[src/rtl/edge_tally_pkg.sv]
package edge_tally_pkg;

    typedef enum logic [1:0] {
        SEL_NONE = 2'b00,
        SEL_RISE = 2'b01,
        SEL_FALL = 2'b10,
        SEL_BOTH = 2'b11
    } edge_sel_e;

endpackage

[src/rtl/et_sync.sv]
// Multi-stage synchronizer with a fill flag that marks when the
// output stage carries a real pin sample rather than the reset value.
module et_sync #(
    parameter int STAGES = 2
) (
    input  logic clk_i,
    input  logic rst_i,
    input  logic pin_i,
    output logic smp_o,
    output logic vld_o
);
    typedef struct packed {
        logic [STAGES-1:0] sh;
        logic [STAGES-1:0] fill;
    } sync_st_t;

    sync_st_t st_d, st_q;

    always_comb begin
        st_d = st_q;
        st_d.sh[0]   = pin_i;
        st_d.fill[0] = 1'b1;
        for (int i = 1; i < STAGES; i++) begin
            st_d.sh[i]   = st_q.sh[i-1];
            st_d.fill[i] = st_q.fill[i-1];
        end
    end

    always_ff @(posedge clk_i) begin
        if (rst_i) st_q <= '0;
        else       st_q <= st_d;
    end

    assign smp_o = st_q.sh[STAGES-1];
    assign vld_o = st_q.fill[STAGES-1];

    // the output stage only reports valid once it has been filled from the pin
    a_r3_fill_monotonic: assert property (@(posedge clk_i) disable iff (rst_i)
        vld_o |=> vld_o);
endmodule

[src/rtl/et_qual.sv]
// Level qualifier: accepts a level after QUAL equal samples in a row and
// flags a transition between two accepted levels of opposite polarity.
module et_qual #(
    parameter int QUAL = 2
) (
    input  logic clk_i,
    input  logic rst_i,
    input  logic smp_i,
    input  logic vld_i,
    output logic rise_o,
    output logic fall_o
);
    localparam int RW = $clog2(QUAL + 1);
    localparam logic [RW-1:0] RUN_MAX = RW'(QUAL);

    typedef struct packed {
        logic [RW-1:0] run;
        logic          last;
        logic          lvl;
        logic          lvl_ok;
        logic          rise;
        logic          fall;
    } qual_st_t;

    qual_st_t st_d, st_q;

    always_comb begin
        st_d      = st_q;
        st_d.rise = 1'b0;
        st_d.fall = 1'b0;
        if (vld_i) begin
            if (st_q.run != '0 && smp_i == st_q.last) begin
                if (st_q.run < RUN_MAX) st_d.run = st_q.run + 1'b1;
            end else begin
                st_d.run = RW'(1);
            end
            st_d.last = smp_i;
            if (st_d.run == RUN_MAX && (!st_q.lvl_ok || st_q.lvl != smp_i)) begin
                st_d.lvl    = smp_i;
                st_d.lvl_ok = 1'b1;
                st_d.rise   = st_q.lvl_ok & smp_i;
                st_d.fall   = st_q.lvl_ok & ~smp_i;
            end
        end
    end

    always_ff @(posedge clk_i) begin
        if (rst_i) st_q <= '0;
        else       st_q <= st_d;
    end

    assign rise_o = st_q.rise;
    assign fall_o = st_q.fall;

    a_r2_one_direction: assert property (@(posedge clk_i) disable iff (rst_i)
        $onehot0({rise_o, fall_o}));

    // an edge event follows two equal synchronized samples
    a_r2_two_samples: assert property (@(posedge clk_i) disable iff (rst_i)
        (rise_o || fall_o) |-> ($past(smp_i) == $past(smp_i, 2)));

    a_r2_rise_level: assert property (@(posedge clk_i) disable iff (rst_i)
        rise_o |-> $past(smp_i));

    a_r11_event_spacing: assert property (@(posedge clk_i) disable iff (rst_i)
        (rise_o || fall_o) |=> !(rise_o || fall_o));
endmodule

[src/rtl/et_count.sv]
// Selected-edge counter with enable, clear priority and a registered pulse.
module et_count
    import edge_tally_pkg::*;
#(
    parameter int CNT_W = 16
) (
    input  logic             clk_i,
    input  logic             rst_i,
    input  logic             en_i,
    input  logic [1:0]       sel_i,
    input  logic             clr_i,
    input  logic             rise_i,
    input  logic             fall_i,
    output logic [CNT_W-1:0] cnt_o,
    output logic             hit_o
);
    typedef struct packed {
        logic [CNT_W-1:0] cnt;
        logic             hit;
    } cnt_st_t;

    cnt_st_t st_d, st_q;
    logic    want_rise, want_fall, take;

    always_comb begin
        want_rise = (sel_i == SEL_RISE) || (sel_i == SEL_BOTH);
        want_fall = (sel_i == SEL_FALL) || (sel_i == SEL_BOTH);
        take      = en_i && ((rise_i && want_rise) || (fall_i && want_fall));
        st_d      = st_q;
        st_d.hit  = take;
        if (clr_i)     st_d.cnt = '0;
        else if (take) st_d.cnt = st_q.cnt + 1'b1;
    end

    always_ff @(posedge clk_i) begin
        if (rst_i) st_q <= '0;
        else       st_q <= st_d;
    end

    assign cnt_o = st_q.cnt;
    assign hit_o = st_q.hit;

    a_r9_clear_zero: assert property (@(posedge clk_i) disable iff (rst_i)
        clr_i |=> (cnt_o == '0));

    a_r8_disabled_hold: assert property (@(posedge clk_i) disable iff (rst_i)
        (!en_i && !clr_i) |=> ($stable(cnt_o) && !hit_o));

    a_r4_none_quiet: assert property (@(posedge clk_i) disable iff (rst_i)
        (sel_i == SEL_NONE) |=> !hit_o);

    a_r11_single_pulse: assert property (@(posedge clk_i) disable iff (rst_i)
        hit_o |=> !hit_o);
endmodule

[src/rtl/edge_tally_top.sv]
module edge_tally_top #(
    parameter int CNT_W       = 16,
    parameter int SYNC_STAGES = 2,
    parameter int QUAL        = 2
) (
    input  logic             clk_i,
    input  logic             rst_i,
    input  logic             pin_i,
    input  logic [1:0]       sel_i,
    input  logic             en_i,
    input  logic             clr_i,
    output logic [CNT_W-1:0] cnt_o,
    output logic             hit_o
);
    logic smp, smp_vld, rise, fall;

    et_sync #(.STAGES(SYNC_STAGES)) u_sync (
        .clk_i (clk_i),
        .rst_i (rst_i),
        .pin_i (pin_i),
        .smp_o (smp),
        .vld_o (smp_vld)
    );

    et_qual #(.QUAL(QUAL)) u_qual (
        .clk_i  (clk_i),
        .rst_i  (rst_i),
        .smp_i  (smp),
        .vld_i  (smp_vld),
        .rise_o (rise),
        .fall_o (fall)
    );

    et_count #(.CNT_W(CNT_W)) u_count (
        .clk_i  (clk_i),
        .rst_i  (rst_i),
        .en_i   (en_i),
        .sel_i  (sel_i),
        .clr_i  (clr_i),
        .rise_i (rise),
        .fall_i (fall),
        .cnt_o  (cnt_o),
        .hit_o  (hit_o)
    );

    // an increment without clear moves the count by exactly one, wrapping
    a_r10_step_one: assert property (@(posedge clk_i) disable iff (rst_i)
        (hit_o && !$past(clr_i)) |-> (cnt_o == $past(cnt_o) + 1'b1));
endmodule

[config.mk]
export PLATFORM = sky130hd
export DESIGN_NAME = edge_tally_top
export DESIGN_NICKNAME = d
export VERILOG_FILES = /design/src/rtl/edge_tally_pkg.sv /design/src/rtl/et_sync.sv /design/src/rtl/et_qual.sv /design/src/rtl/et_count.sv /design/src/rtl/edge_tally_top.sv
export SDC_FILE = /design/constraint.sdc
export NUM_CORES = 1
export LEC_CHECK = 0
export ABC_AREA = 1
export ABC_CLOCK_PERIOD_IN_PS = 1200
export BUFFER_PORTS_ARGS = -buffer_cell sky130_fd_sc_hd__buf_2
export CAP_MARGIN = 20
export CORE_ASPECT_RATIO = 1.1
export CORE_MARGIN = 1.5
export CORE_UTILIZATION = 45
export CTS_CLUSTER_DIAMETER = 200
export DETAILED_ROUTE_END_ITERATION = 10
export PLACE_DENSITY = 0.7
export RECOVER_POWER = 25
export SYNTH_ARGS = -nofsm -noshare
export SYNTH_HDL_FRONTEND = slang
export SYNTH_SLANG_ARGS = --single-unit
[constraint.sdc]
create_clock -name clk_i -period 1.2 [get_ports clk_i]
set_input_delay 0.24 -clock clk_i [delete_from_list [all_inputs] [get_ports clk_i]]
set_output_delay 0.24 -clock clk_i [all_outputs]
set_load 0.01 [all_outputs]
After elaboration in Yosys (flattened, before gate mapping)
Cells that the tools add are included.
{"block": "totals", "output_inout_bits": 17, "ff_bits": 28}
{"block": "op_classes", "n_bitwise": 5, "magnitude_cmp": 1, "eq_ne": 6, "addsub": 2, "reduce_logical": 14, "mux": 4}
{"op": "16-bit by 1-bit adder with 16-bit output (second input constant)", "n": 1}
{"op": "2-bit equality test (second input constant)", "n": 3}
{"op": "2-bit 2-to-1 mux", "n": 3}
{"op": "1-bit logical AND", "n": 5}
{"op": "1-bit logical OR", "n": 4}
{"op": "1-bit inverter", "n": 3}
{"op": "3-bit OR reduction", "n": 1}
{"op": "2-bit by 1-bit adder with 2-bit output (second input constant)", "n": 1}
{"op": "1-bit AND", "n": 2}
{"op": "2-bit by 1-bit equality test with 1-bit output (second input constant)", "n": 1}
{"op": "2-bit less-than comparator (second input constant)", "n": 1}
{"op": "2-bit AND reduction", "n": 1}
{"op": "2-bit nonzero test", "n": 1}
{"op": "2-bit OR reduction", "n": 1}
{"op": "1-bit equality test", "n": 1}
{"op": "1-bit zero test", "n": 1}
{"op": "1-bit 2-to-1 mux", "n": 1}
{"op": "1-bit inequality test", "n": 1}

Depth between registers and ports, before layout
{"block": "depth", "word_depth": 8, "depth_mapped": 9, "ltp_nobuf": 9}

Modules after synthesis
A second synthesis with hierarchy kept.
{"block": "unflattened", "cells_unflattened": 194, "area_unflattened_um2": 1362.6}
{"mod": "et_count", "n_inst": 1, "area_each_um2": 934.6, "cells_per_inst": 139}
{"mod": "et_qual", "n_inst": 1, "area_each_um2": 321.6, "cells_per_inst": 44}
{"mod": "et_sync", "n_inst": 1, "area_each_um2": 106.4, "cells_per_inst": 11}

Least setup slack after synthesis
OpenSTA, ideal clock, no wires.
{"block": "synth_path", "path_type": "reg2reg", "startpoint": "register u_count.st_q, in the netlist u_count.cnt_o[1]", "endpoint": "register u_count.st_q, in the netlist u_count.cnt_o[12]", "path_stages_with_launch": 9, "synth_period_minus_slack_ns": 1.357, "arrival_ns": 1.241, "t_required_ns": 1.084, "setup_ns": 0.116, "path_slack_ns": -0.157, "path_cell_list": "dfxtp_1 > ha_1 > nand2_1 > nor2_2 > nand2_2 > nor2_4 > nand3_1 > o21ai_0 > nor2_1"}
{"block": "synth_between", "elab_chain_cells": 1}
{"item": "start: declaration", "line_no": "et_count.sv:22", "rtl": "cnt_st_t st_d, st_q;"}
{"item": "start signal: assignment", "line_no": "et_count.sv:37", "rtl": "else st_q <= st_d;"}
{"item": "16-bit by 1-bit adder with 16-bit output", "line_no": "et_count.sv:32", "rtl": "else if (take) st_d.cnt = st_q.cnt + 1'b1;"}
No other way between the ends.
A chain may end at the register's enable or synchronous reset.

Worst setup path after layout
{"block": "layout_path", "startpoint": "register u_count.st_q, in the netlist u_count.cnt_o[0]", "endpoint": "register u_count.st_q, in the netlist u_count.cnt_o[12]"}
The elaborated chain is that of the path after synthesis.

==> impl_metrics.yaml <==
grt:
  grt_use_met1_pct: 22.0
  grt_first_pass_wirelength_microns: 4450
  grt_pass1_vias: 1106
  use_met3_pct: 2.28
  use_met2_pct: 33.9
  antenna_found_initial: 0
  grt_max_degree: 16
  grt_usage_pct: 18.9
  top_usage_layer: "met2"
  grt_overflow: 0
synth:
  synth_area_leaders: "dfxtp_1 44%, nand2_1 11%, inv_1 9.5%, nor2_1 8.9%, o21ai_0 4.3%"
  synth_warnings: 0
  synthArstFlopShare_pct: 0
  synth_cells: 182
  yosysTopAreaCell: "dfxtp_1"
  ys_ff_latch: 28
  synth.most_common_cell: "nand2_1"
  ys.flop_type: "dfxtp_1"
  netlist_area_sq_um: 1270
  synth_nets: 191
  yosysSeqAreaShare_pct: 44.2
  yosys.area.top_type_share_pct: 44.2
  syn_area_per_cell_sq_um: 6.97
  synth_cell_types: 20
  synth_edf_count: 0
  synth_common_cells: "38 x nand2_1, 32 x inv_1, 30 x nor2_1"
placed_design:
  gp_congestion: 0.767
  hpwl_microns: 2050
  port_buffers: 23
  place_area_sq_um: 1560
timing:
  fmax_mhz: 773
  slew_viol_final: 0
  fin_tns_setup_ns: -0.285
  finalCritPeriodShare_pct: 108
  finalClockSkew_ns: 0.0124
  relSlewSlack_pct: 77.4
  setup_viol: 8
  finalHoldViolations: 0
  tightest_slew_ns: 0.339
  layout_setup_ws_ns: -0.0930
  rsz0062_at_grt: "yes"
  period_needed_ns: 1.29
die:
  die_h_microns: 58.7
  die-area_sq_um: 3150
  start_util_pct: 46.5
  boundaryPins: 24
  die_w_microns: 53.6
  fp.coreArea_sq_um: 2730
  rows: 20
route:
  antenna_left: 0
  first_pass_iters: 4
  drc: 0
  num_vias: 1225
  wl_microns: 2730
  via_per_inst: 4.80
  drt_first_iter_violations: 18
  avgRoutedWirePerCell_microns: 10.7
clock_tree:
  htree_levels: 1
  cts_root_buffer: "clkbuf_4"
  clock_path_buffers: 2
  holdBufCountCts: 0
  cts_made_buffers: 3
  cts_sinks: 28
  clk_pin_slew_ns: 0.15
  cts_tree: "done"
  insertion_delay_ns: 0.33
critical_path:
  startpoint_type: "register"
  reg2reg_to: "u_count.cnt_o[12]"
  crit_arrival_ns: 1.53
  required_ns: 1.44
  end_kind: "register"
  path_max_fanout: 6
  worstRegToRegCells: 8
  crit_type: "reg -> reg"
  r2r_slack_ns: -0.09
  reg2reg_from: "u_count.cnt_o[0]"
pwr:
  ir_worst_vdd_uv: 834
  power.leakage_nw: 0.785
  power_density_nw_per_um2: 817
outcome:
  violations: "negative setup slack"
  status: "finished, violations left"
worst_hold_path:
  hp-start: "pin_i"
  hp-class: "in -> reg"
  hold_end: "u_sync.st_d[3]"
  hold_path_depth: 3
run:
  drv_cap: 0
layout:
  drive_above_1_share_pct: 40.1
  fin_nets: 232
  area_growth_pct: 37.6
  fin_area_sq_um: 1750
  fill_cells: 243
  diodes: 0
[state kept, by name (all words and copies together), names as in the netlist]
| signal | flops |
|---|---|
| u_qual.rise_o | 1 |
| u_sync.st_d | 2 |
| u_count.hit_o | 1 |
| u_qual.fall_o | 1 |
| u_count.cnt_o | 16 |
| u_sync.vld_o | 1 |
| u_sync.smp_o | 1 |
| u_qual.st_q | 5 |
[cells by family (layout without fill, tap and decap cells)]
family                   count (synthesis)  count (layout)  synth area share, %
buffers and inverters                   36              76                 10.9
AND/OR/NAND/NOR                         94              94                 34.0
adder cells (fa/ha/maj)                  2               2                 1.97
flip-flops                              28              28                 44.2
AO/OA/AOI/OAI                           22              22                 8.88
[through the flow]
stage               total power [mW]  hold WS [ns]  setup WS, ns  util (%)  cells
floorplan                       1.01         0.347       -0.0106         -    182
global placement                1.04         0.398       -0.0295      57.1    249
detailed placement              1.04         0.403       -0.0766      57.1    249
CTS                             1.43        0.0888       -0.0612      60.3    254
global route                    1.49        0.0888        -0.167      64.0    255
finish                          1.43        0.0892       -0.0930      64.0    255
[timing repair]
item | 4_1_cts | 5_1_grt
pin swaps | 3 | 9
setup endpoints to repair | 17 | 26
gates resized for setup | 17 | 31
cloned | 0 | 0
buffers inserted | 1 | 2
[power breakdown]
part           total (mW)  switching [mW]  internal (mW)  leakage (nW)
clock               0.403           0.272          0.130        0.0150
sequential          0.950         0.00944          0.941         0.235
combinational      0.0733          0.0427         0.0306         0.535
total                1.43           0.324           1.10         0.785
[worst max-delay path, cell delays in order, from the launching register on]
cell and delay, ns:
dfxtp_4 0.40, ha_4 0.14, nand2_2 0.05, nor2_2 0.08, nand2_2 0.07, nor2_4 0.19, nand3_2 0.11, o21ai_2 0.13
nor2_1 0.05
[cell type report]
cell class	instances	area, sq um	area share [%]
tap	33	41.3	2.37
inverter	33	125	7.17
clock buffer	4	26.3	1.51
sequential	28	583	33.4
multi-input combinational	118	672	38.5
timing repair buffer	39	298	17.1
[routing by layer]
layer  share of wire, %  routed length (microns)  up-vias
met5                  0                        0        -
met4                1.5                       40        0
met3                3.4                       93        5
met2                 53                     1450       24
met1                 42                     1150      547
li1                   -                        -      649
[worst max-delay path by stage]
stage	cells after the start	endpoint	start	slack, ns
3_3_place_gp	7	u_count.cnt_o[15]	u_count.cnt_o[2]	-0.03
2_1_floorplan	8	u_count.cnt_o[10]	u_count.cnt_o[0]	-0.01
3_5_place_dp	8	u_count.cnt_o[12]	u_count.cnt_o[0]	-0.08
5_1_grt	8	u_count.cnt_o[10]	u_count.cnt_o[0]	-0.17
4_1_cts	8	u_count.cnt_o[12]	u_count.cnt_o[0]	-0.06
6_report	8	u_count.cnt_o[12]	u_count.cnt_o[0]	-0.09
[placed cells by master (no fill, tap or decap), types with 2 or more instances in the layout]
cell	synthesis	final
dfxtp_4	0	2
nand4_1	4	4
o21ai_2	0	3
clkbuf_4	0	3
nand2_1	38	31
nand3_1	6	4
nand2_2	4	10
inv_2	0	2
buf_4	0	11
nand3_2	0	2
dfxtp_2	0	12
nor3_4	1	3
clkbuf_1	0	3
nor2_2	3	6
buf_6	0	10
nor2_4	1	3
dfxtp_1	28	14
a21oi_1	10	9
o21ai_0	11	7
nor2_1	30	25
nor3_1	3	2
buf_2	3	15
inv_1	32	30
Power figures use the tool's default switching activity.
